==> src/rtl/hb_gate_pkg.sv <==
package hb_gate_pkg;

    typedef enum logic [1:0] {
        SIDE_NONE = 2'd0,
        SIDE_HS   = 2'd1,
        SIDE_LS   = 2'd2
    } side_e;

    typedef struct packed {
        logic hs;
        logic ls;
    } gate_pair_t;

    // Interlocked decode: equal bits pick a side, unequal bits park the bridge.
    function automatic side_e interlock_target(input logic a, input logic b);
        if (a && b)
            return SIDE_HS;
        if (!a && !b)
            return SIDE_LS;
        return SIDE_NONE;
    endfunction

    function automatic gate_pair_t side_to_gates(input side_e s);
        gate_pair_t g;
        g.hs = (s == SIDE_HS);
        g.ls = (s == SIDE_LS);
        return g;
    endfunction

endpackage

==> src/rtl/hb_deadtime_seq.sv <==
module hb_deadtime_seq
    import hb_gate_pkg::*;
#(
    parameter int DT_W         = 16,
    parameter int DEFAULT_DEAD = 3000
) (
    input  logic            clk,
    input  logic            rst,
    input  logic            clear,
    input  logic            cmd_a,
    input  logic            cmd_b,
    input  logic [DT_W-1:0] dead_cycles,
    output side_e           side_next
);

    localparam logic [DT_W-1:0] DEF_DEAD = DT_W'(DEFAULT_DEAD);

    side_e           side_q, pend_q, pend_d, tgt;
    logic [DT_W-1:0] cnt_q, cnt_d, dead_eff, reload;

    always_comb begin
        tgt      = interlock_target(cmd_a, cmd_b);
        dead_eff = (dead_cycles == '0) ? DEF_DEAD : dead_cycles;
        reload   = dead_eff - 1'b1;
        side_next = side_q;
        pend_d    = pend_q;
        cnt_d     = cnt_q;
        if (clear || tgt == SIDE_NONE) begin
            side_next = SIDE_NONE;
            pend_d    = SIDE_NONE;
            cnt_d     = '0;
        end else if (tgt == side_q) begin
            pend_d = tgt;
        end else if (tgt != pend_q) begin
            side_next = SIDE_NONE;
            pend_d    = tgt;
            cnt_d     = reload;
        end else if (cnt_q == '0) begin
            side_next = tgt;
        end else begin
            cnt_d = cnt_q - 1'b1;
        end
    end

    always_ff @(posedge clk) begin
        if (rst) begin
            side_q <= SIDE_NONE;
            pend_q <= SIDE_NONE;
            cnt_q  <= '0;
        end else begin
            side_q <= side_next;
            pend_q <= pend_d;
            cnt_q  <= cnt_d;
        end
    end

    AST_PROMPT_OFF: assert property (@(posedge clk) disable iff (rst)
        (!clear && interlock_target(cmd_a, cmd_b) == SIDE_NONE) |=> (side_q == SIDE_NONE));

    AST_CANCEL_RELOAD: assert property (@(posedge clk) disable iff (rst)
        (!clear && tgt != SIDE_NONE && tgt != side_q && tgt != pend_q)
        |=> (side_q == SIDE_NONE && cnt_q == $past(reload)));

    AST_CLEAR_IDLE: assert property (@(posedge clk) disable iff (rst)
        clear |=> (side_q == SIDE_NONE && pend_q == SIDE_NONE));

endmodule

==> src/rtl/hb_gate_qualify.sv <==
module hb_gate_qualify
    import hb_gate_pkg::*;
(
    input  logic  clk,
    input  logic  rst,
    input  logic  awake,
    input  logic  direct_mode,
    input  logic  cmd_a,
    input  logic  cmd_b,
    input  side_e side_next,
    input  logic  reg_uv,
    input  logic  boot_uv,
    output logic  hs_en,
    output logic  ls_en,
    output logic  hiz
);

    gate_pair_t want, gate_q;
    logic       hiz_q;

    always_comb begin
        if (direct_mode) begin
            want.hs = cmd_a;
            want.ls = cmd_b;
        end else begin
            want = side_to_gates(side_next);
        end
    end

    always_ff @(posedge clk) begin
        if (rst || !awake) begin
            gate_q <= '0;
            hiz_q  <= 1'b1;
        end else begin
            gate_q.hs <= want.hs & ~reg_uv & ~boot_uv;
            gate_q.ls <= want.ls & ~reg_uv;
            hiz_q     <= 1'b0;
        end
    end

    assign hs_en = gate_q.hs;
    assign ls_en = gate_q.ls;
    assign hiz   = hiz_q;

    AST_SLEEP_FLOAT: assert property (@(posedge clk) disable iff (rst)
        !awake |=> (hiz && !hs_en && !ls_en));

    AST_SUPPLY_UV: assert property (@(posedge clk) disable iff (rst)
        reg_uv |=> (!hs_en && !ls_en));

    AST_BOOT_UV: assert property (@(posedge clk) disable iff (rst)
        boot_uv |=> !hs_en);

    AST_PASS_THROUGH: assert property (@(posedge clk) disable iff (rst)
        (direct_mode && awake && !reg_uv && !boot_uv)
        |=> (hs_en == $past(cmd_a) && ls_en == $past(cmd_b)));

    AST_NO_OVERLAP: assert property (@(posedge clk) disable iff (rst)
        !direct_mode |=> !(hs_en && ls_en));

endmodule

==> src/rtl/hb_gate_ctrl.sv <==
module hb_gate_ctrl
    import hb_gate_pkg::*;
#(
    parameter int DT_W         = 16,
    parameter int DEFAULT_DEAD = 3000
) (
    input  logic            clk,
    input  logic            rst,
    input  logic            awake,
    input  logic            direct_mode,
    input  logic            cmd_a,
    input  logic            cmd_b,
    input  logic [DT_W-1:0] dead_cycles,
    input  logic            reg_uv,
    input  logic            boot_uv,
    output logic            hs_en,
    output logic            ls_en,
    output logic            hiz
);

    side_e side_next;
    logic  seq_clear;

    assign seq_clear = !awake || direct_mode;

    hb_deadtime_seq #(
        .DT_W         (DT_W),
        .DEFAULT_DEAD (DEFAULT_DEAD)
    ) seq_i (
        .clk         (clk),
        .rst         (rst),
        .clear       (seq_clear),
        .cmd_a       (cmd_a),
        .cmd_b       (cmd_b),
        .dead_cycles (dead_cycles),
        .side_next   (side_next)
    );

    hb_gate_qualify qual_i (
        .clk         (clk),
        .rst         (rst),
        .awake       (awake),
        .direct_mode (direct_mode),
        .cmd_a       (cmd_a),
        .cmd_b       (cmd_b),
        .side_next   (side_next),
        .reg_uv      (reg_uv),
        .boot_uv     (boot_uv),
        .hs_en       (hs_en),
        .ls_en       (ls_en),
        .hiz         (hiz)
    );

endmodule

==> config.mk <==
export PLATFORM = sky130hd
export DESIGN_NAME = hb_gate_ctrl
export DESIGN_NICKNAME = d
export VERILOG_FILES = /design/src/rtl/hb_gate_pkg.sv /design/src/rtl/hb_deadtime_seq.sv /design/src/rtl/hb_gate_qualify.sv /design/src/rtl/hb_gate_ctrl.sv
export SDC_FILE = /design/constraint.sdc
export NUM_CORES = 1
export LEC_CHECK = 0
export BUFFER_PORTS_ARGS = -buffer_cell sky130_fd_sc_hd__buf_2
export CAP_MARGIN = 20
export CORE_ASPECT_RATIO = 0.75
export CORE_MARGIN = 3
export CORE_UTILIZATION = 45
export CTS_BUF_LIST = sky130_fd_sc_hd__clkbuf_8
export CTS_CLUSTER_DIAMETER = 40
export DETAILED_ROUTE_END_ITERATION = 10
export GPL_ROUTABILITY_DRIVEN = 0
export PLACE_DENSITY = 0.66
export SKIP_CTS_REPAIR_TIMING = 1
export SYNTH_ARGS = -nofsm -noshare
export SYNTH_HDL_FRONTEND = slang
export SYNTH_SLANG_ARGS = --single-unit
==> constraint.sdc <==
create_clock -name clk -period 3.7 [get_ports clk]
set_clock_uncertainty 0.15 [all_clocks]
set_input_delay 0.74 -clock clk [delete_from_list [all_inputs] [get_ports clk]]
set_output_delay 0.74 -clock clk [all_outputs]
set_load 0.02 [all_outputs]
Word level (Yosys, flattened, before mapping):

Index checks and enable logic that the tools add are counted.

* logic and storage cells: 51
* bits of input ports: 24
* output and inout port bits: 3
* bits in registers: 23

* mux-type cells: 18
* bitwise operators: 6
* $add $sub $neg: 2
* reduce and logical (&&, ||, !) cells: 14
* equality and inequality tests: 5

Operators with widths (number)
* 16-bit two-way mux: 3
* 16-bit logical NOT: 2
* 16-bit by 1-bit subtractor with 16-bit output (second input constant): 2
* 2-bit two-way mux: 11
* 1-bit two-way mux: 4
* 1-bit bitwise AND: 3
* 1-bit logical NOT: 3
* 1-bit logical OR: 3
* 1-bit inverter: 3
* 2-bit by 1-bit equality test with 1-bit output (second input constant): 1
* 2-bit equality test: 1
* 2-bit equality test (second input constant): 1
* 1-bit logical AND: 2
* 2-bit logical NOT: 1
* 2-bit by 1-bit != test with 1-bit output (second input constant): 1
* 2-bit != test: 1
* 2-bit AND reduction: 1
* 2-bit nonzero test: 1
* 2-bit OR reduction: 1

Depth between registers and ports, before layout:

* depth after elaboration: 14
* mapped depth: 13
* mapped depth without buffers: 10

Cells and area by module:

Synthesis repeated with hierarchy kept, for this count alone.

* cell total of the unflattened synthesis: 228
* area, all modules: 1783.0 µm²

Modules (own cells, without submodules)
* hb_deadtime_seq: area each 1659.1 µm², cells an instance 216, seq. area each 400.4 µm², times used 1
* hb_gate_qualify: area each 117.6 µm², cells an instance 11, seq. area each 60.1 µm², times used 1
* hb_gate_ctrl: area each 6.3 µm², cells an instance 1, seq. area each 0.0 µm², times used 1

Worst setup path before layout:

Ideal clock, no wire load.

* kind: in2reg
* from: in cmd_a
* to: reg seq_i.cnt_q[14]
* path buffers: 3
* cell stages on the path: 13
* data required time: 3.427 ns
* data arrival time: 3.356 ns
* path slack: 0.071 ns
* library setup time: 0.123 ns
* cells stage by stage: inv_1 -> ha_1 -> xnor2_1 -> buf_6 -> nand2_1 -> buf_6 -> clkbuf_1 -> mux2i_1 -> ha_1 -> nand3_2 -> nor4_4 -> nand3_1 -> mux2_1

* longest elaborated chain between the ends: 9
* elaborated cells between the ends (all ways): 18
* those cells by class: 3 x eq/ne; 7 x mux; 1 x bitwise; 7 x reduce/logical

RTL lines
* start: declaration: line hb_gate_ctrl.sv:11 `input logic cmd_a,`
* 1-bit logical NOT: line hb_gate_pkg.sv:18 `if (!a && !b)`
* 1-bit logical AND: line hb_gate_pkg.sv:18
* 1-bit two-way mux (2 in a row): line hb_gate_pkg.sv:18
* 2-bit two-way mux: line hb_gate_pkg.sv:20 `return SIDE_NONE;`
* 2-bit two-way mux *: line hb_gate_pkg.sv:18
* net seq_i.tgt[1]: line hb_deadtime_seq.sv:18 `side_e side_q, pend_q, pend_d, tgt;`
* 2-bit != test (tied with other cells): line hb_deadtime_seq.sv:34 `end else if (tgt != pend_q) begin`
* 2-bit by 1-bit != test with 1-bit output (no source line) (tied with other cells)
* 2-bit AND reduction (no source line) / 2-bit OR reduction (equally long branches)
* end signal: assignment: line hb_deadtime_seq.sv:53 `cnt_q <= cnt_d;`
* end: declaration: line hb_deadtime_seq.sv:19 `logic [DT_W-1:0] cnt_q, cnt_d, dead_eff, reload;`

Mark *: on every way through the listed nets, which the timed path passes. The rest lies on a longest branch. The select of a mux whose other input is x is not followed.
A chain may end at the register's enable or synchronous reset.

Worst setup path in the final report:

Ends and elaborated chain as after synthesis.

==> impl_metrics.ini <==
[yosys]
async_flop_share_pct = 0
synth_area_um2 = 1820
synthDistinctLibCells = 61
synth_cells = 221
synth_common_cells = dfxtp_1 (23), o21ai_0 (18), nand2_1 (17)
synth_edf_count = 0
syn_avg_cell_area_um2 = 8.24
synth_top_area_share_pct = 25.3
ys_warn_count = 0
synth_top_area_cell = dfxtp_1
synth-seq-cells = 23
yosysSeqAreaShare_pct = 25.3
ys_dominant_reg_cell = dfxtp_1
ys_top_cells_by_area = dfxtp_1 (25%), o21ai_0 (4.9%), a21oi_1 (3.8%), nand2_1 (3.5%), mux2i_1 (3.3%)
yosysMostFrequentCell = dfxtp_1
syn_nets = 248

[global_routing]
overflow = 0
grt_pass1_vias = 1662
grt_first_pass_wirelength_mm = 8.43
grt_max_degree = 16
grt_usage_pct = 22.8
antenna_found_initial = 0

[job]
drv_cap = 0

[sta]
layout_setup_ws_ns = 0.379
drv_slew = 0
fin_crit_sh_pct = 89.7
finalHoldViolCount = 0
tns_ns = 0
setup_viol = 0
rsz0062_at_grt = no
post-route-min-period_ns = 3.32
worstMarginPinSlew_ns = 0.613
clock.fmax_mhz = 301
slew_headroom_pct = 59.1

[status]
status = finished clean

[pwr]
combPwrFrac_pct = 34.0
power.share.switching_pct = 35.0
peakVddDrop_mv = 0.221
fin_total_pwr_uw = 625
switching_power_uw = 219
seq_power_share_pct = 40.7
p_int_uw = 406
pwr-share-clk_pct = 25.3
p_per_area_nw_per_um2 = 301
p_leak_uw = 0.000764

[drt]
vias = 1886
postRouteAntennaNets = 0
firstDrtPassIters = 5
wl_per_cell_um = 17.3
drt_iter0_markers = 192
drc = 0
routed_wl_mm = 5.27
avgViaCountPerCell = 6.18

[setup_path]
cp_data_required_time_ns = 3.71
cp_cell_sequence = buf_2 > inv_1 > ha_1 > xnor2_1 > nand2_1 > mux2i_1 > ha_1 > nand3_2 > nor4_4 > nand3_1 > mux2_1
startpoint_type = input pin
critPathKind = input pin to register
cpPeakStageDelay_ns = 0.54
path_common_cell = ha_1
cp_max_fo = 9
critPathArrivalTime_ns = 3.33
end_kind = register
slowest_stage = nor4_4

[cts]
cts_max_level = 1
cts_buffer_depth = 2
clk_pin_slew_ns = 0.09
cts.sinks = 23
cts_tree = built
clkLatencyLatePin_ns = 0.27
clk_root_buffer_cell = clkbuf_8
numCtsBuffers = 3

[placed_design]
port_buffers = 26
post_dp_cell_area_um2 = 2030
dp_slack_ns = 0.155
dp_hpwl_mm = 4.01

[floorplanning]
start_util_pct = 48.2
rows = 19
dieArea_um2 = 4850
core_area_um2 = 3780
io_pins = 27
fp.dieH_um = 61.1
die_x_um = 79.4

[layout]
n_antenna_cell = 0
drive_gt1_share_pct = 26.5
fillCellCount = 363
finalNetCount = 281
fin_util_pct = 54.8
fin_area_um2 = 2070
area_growth_pct = 13.9

[min_path]
hold_path_class = register to register
-- metal layers --
| metal | global-route usage, % | vias to the layer above | routed length (µm) |
|---|---|---|---|
| li1 | - | 916 | - |
| met1 | 33.5 | 868 | 2480 |
| met2 | 35.9 | 96 | 2300 |
| met3 | 3.80 | 6 | 453 |
| met4 | 3.68 | 0 | 39 |
| met5 | 0 | - | 0 |
-- final timing paths --
kind,to,cells after the start,slack (ns),from
hold reg to reg,seq_i.cnt_q[0],2,0.33,seq_i.cnt_q[0]
setup reg to reg,seq_i.cnt_q[14],8,0.83,seq_i.pend_q[1]
hold / removal,seq_i.cnt_q[0],2,0.33,seq_i.cnt_q[0]
setup / recovery,seq_i.cnt_q[14],11,0.38,cmd_a
-- critical path: cells and delay by family --
kind | cells | cell delay, ns
adders and majority gates | 2 | 0.53
buffers and inverters | 2 | 0.14
muxes | 2 | 0.63
and+or+nand+nor | 4 | 1.10
xor gates and xnor gates | 1 | 0.20
-- cell type report --
cell class,count,area [µm²],share of cell area [%]
Tap cell,52,65.1,3.14
Multi-Input combinational cell,183,1270,61.3
Clock buffer,3,41.3,1.99
Timing Repair Buffer,36,205,9.90
Sequential cell,23,460,22.2
Inverter,7,26.3,1.27
Clock inverter,1,3.75,0.181
-- kinds of logic after synthesis --
logic type / count (synthesis) / synth area share (%)
compound gates: 82 / 31.9
simple gates: 82 / 26.7
flops: 23 / 25.3
buf+inv: 15 / 4.88
xor+xnor: 8 / 4.67
mux: 8 / 4.54
fa+ha+maj: 3 / 2.06
-- layout by cell type (no fill, tap or decap), types with 2 or more instances in the layout --
cell type and instances:
nor2_1 13, o21a_1 3, xnor2_1 4, o2111ai_1 2
nand4_1 4, nand3_2 2, a31oi_1 3, clkbuf_8 3
xor2_2 2, o21ai_0 18, o21ai_1 3, a32oi_1 2
nand2_1 17, mux2_1 2, a21o_2 2, mux2i_1 6
o31ai_1 4, buf_4 10, and3_2 2, a22oi_1 2
o22ai_1 6, or2_2 4, nand2b_1 2, buf_2 26
or3_1 3, nand3b_1 2, nand3_1 7, xor2_1 2
nor3_1 10, a211oi_1 7, ha_1 3, a21oi_1 14
nand4b_1 2, dfxtp_1 23, inv_1 8, and2_1 2
nor4_1 4
-- power by group through the flow --
stage	Clock (µW)	Combinational (µW)	Sequential, µW
2_1_floorplan	0	149	260
3_3_place_gp	0	208	260
3_5_place_dp	0	208	260
4_1_cts	164	209	254
5_1_grt	174	233	255
6_report	158	212	254
-- state kept, by name, summed over array words and instances (netlist names) --
signal,count
seq_i.cnt_q,16
seq_i.pend_q,2
seq_i.side_q,2
qual_i.hiz,1
qual_i.hs_en,1
qual_i.ls_en,1
-- through the flow --
step | instances | hold WS [ns]
6_report | 305 | 0.333
5_1_grt | 305 | 0.374
4_1_cts | 305 | 0.337
3_5_place_dp | 301 | 0.325
3_3_place_gp | 301 | 0.319
2_1_floorplan | 221 | 0.299
No activity file was read; power rests on OpenSTA's default activity.
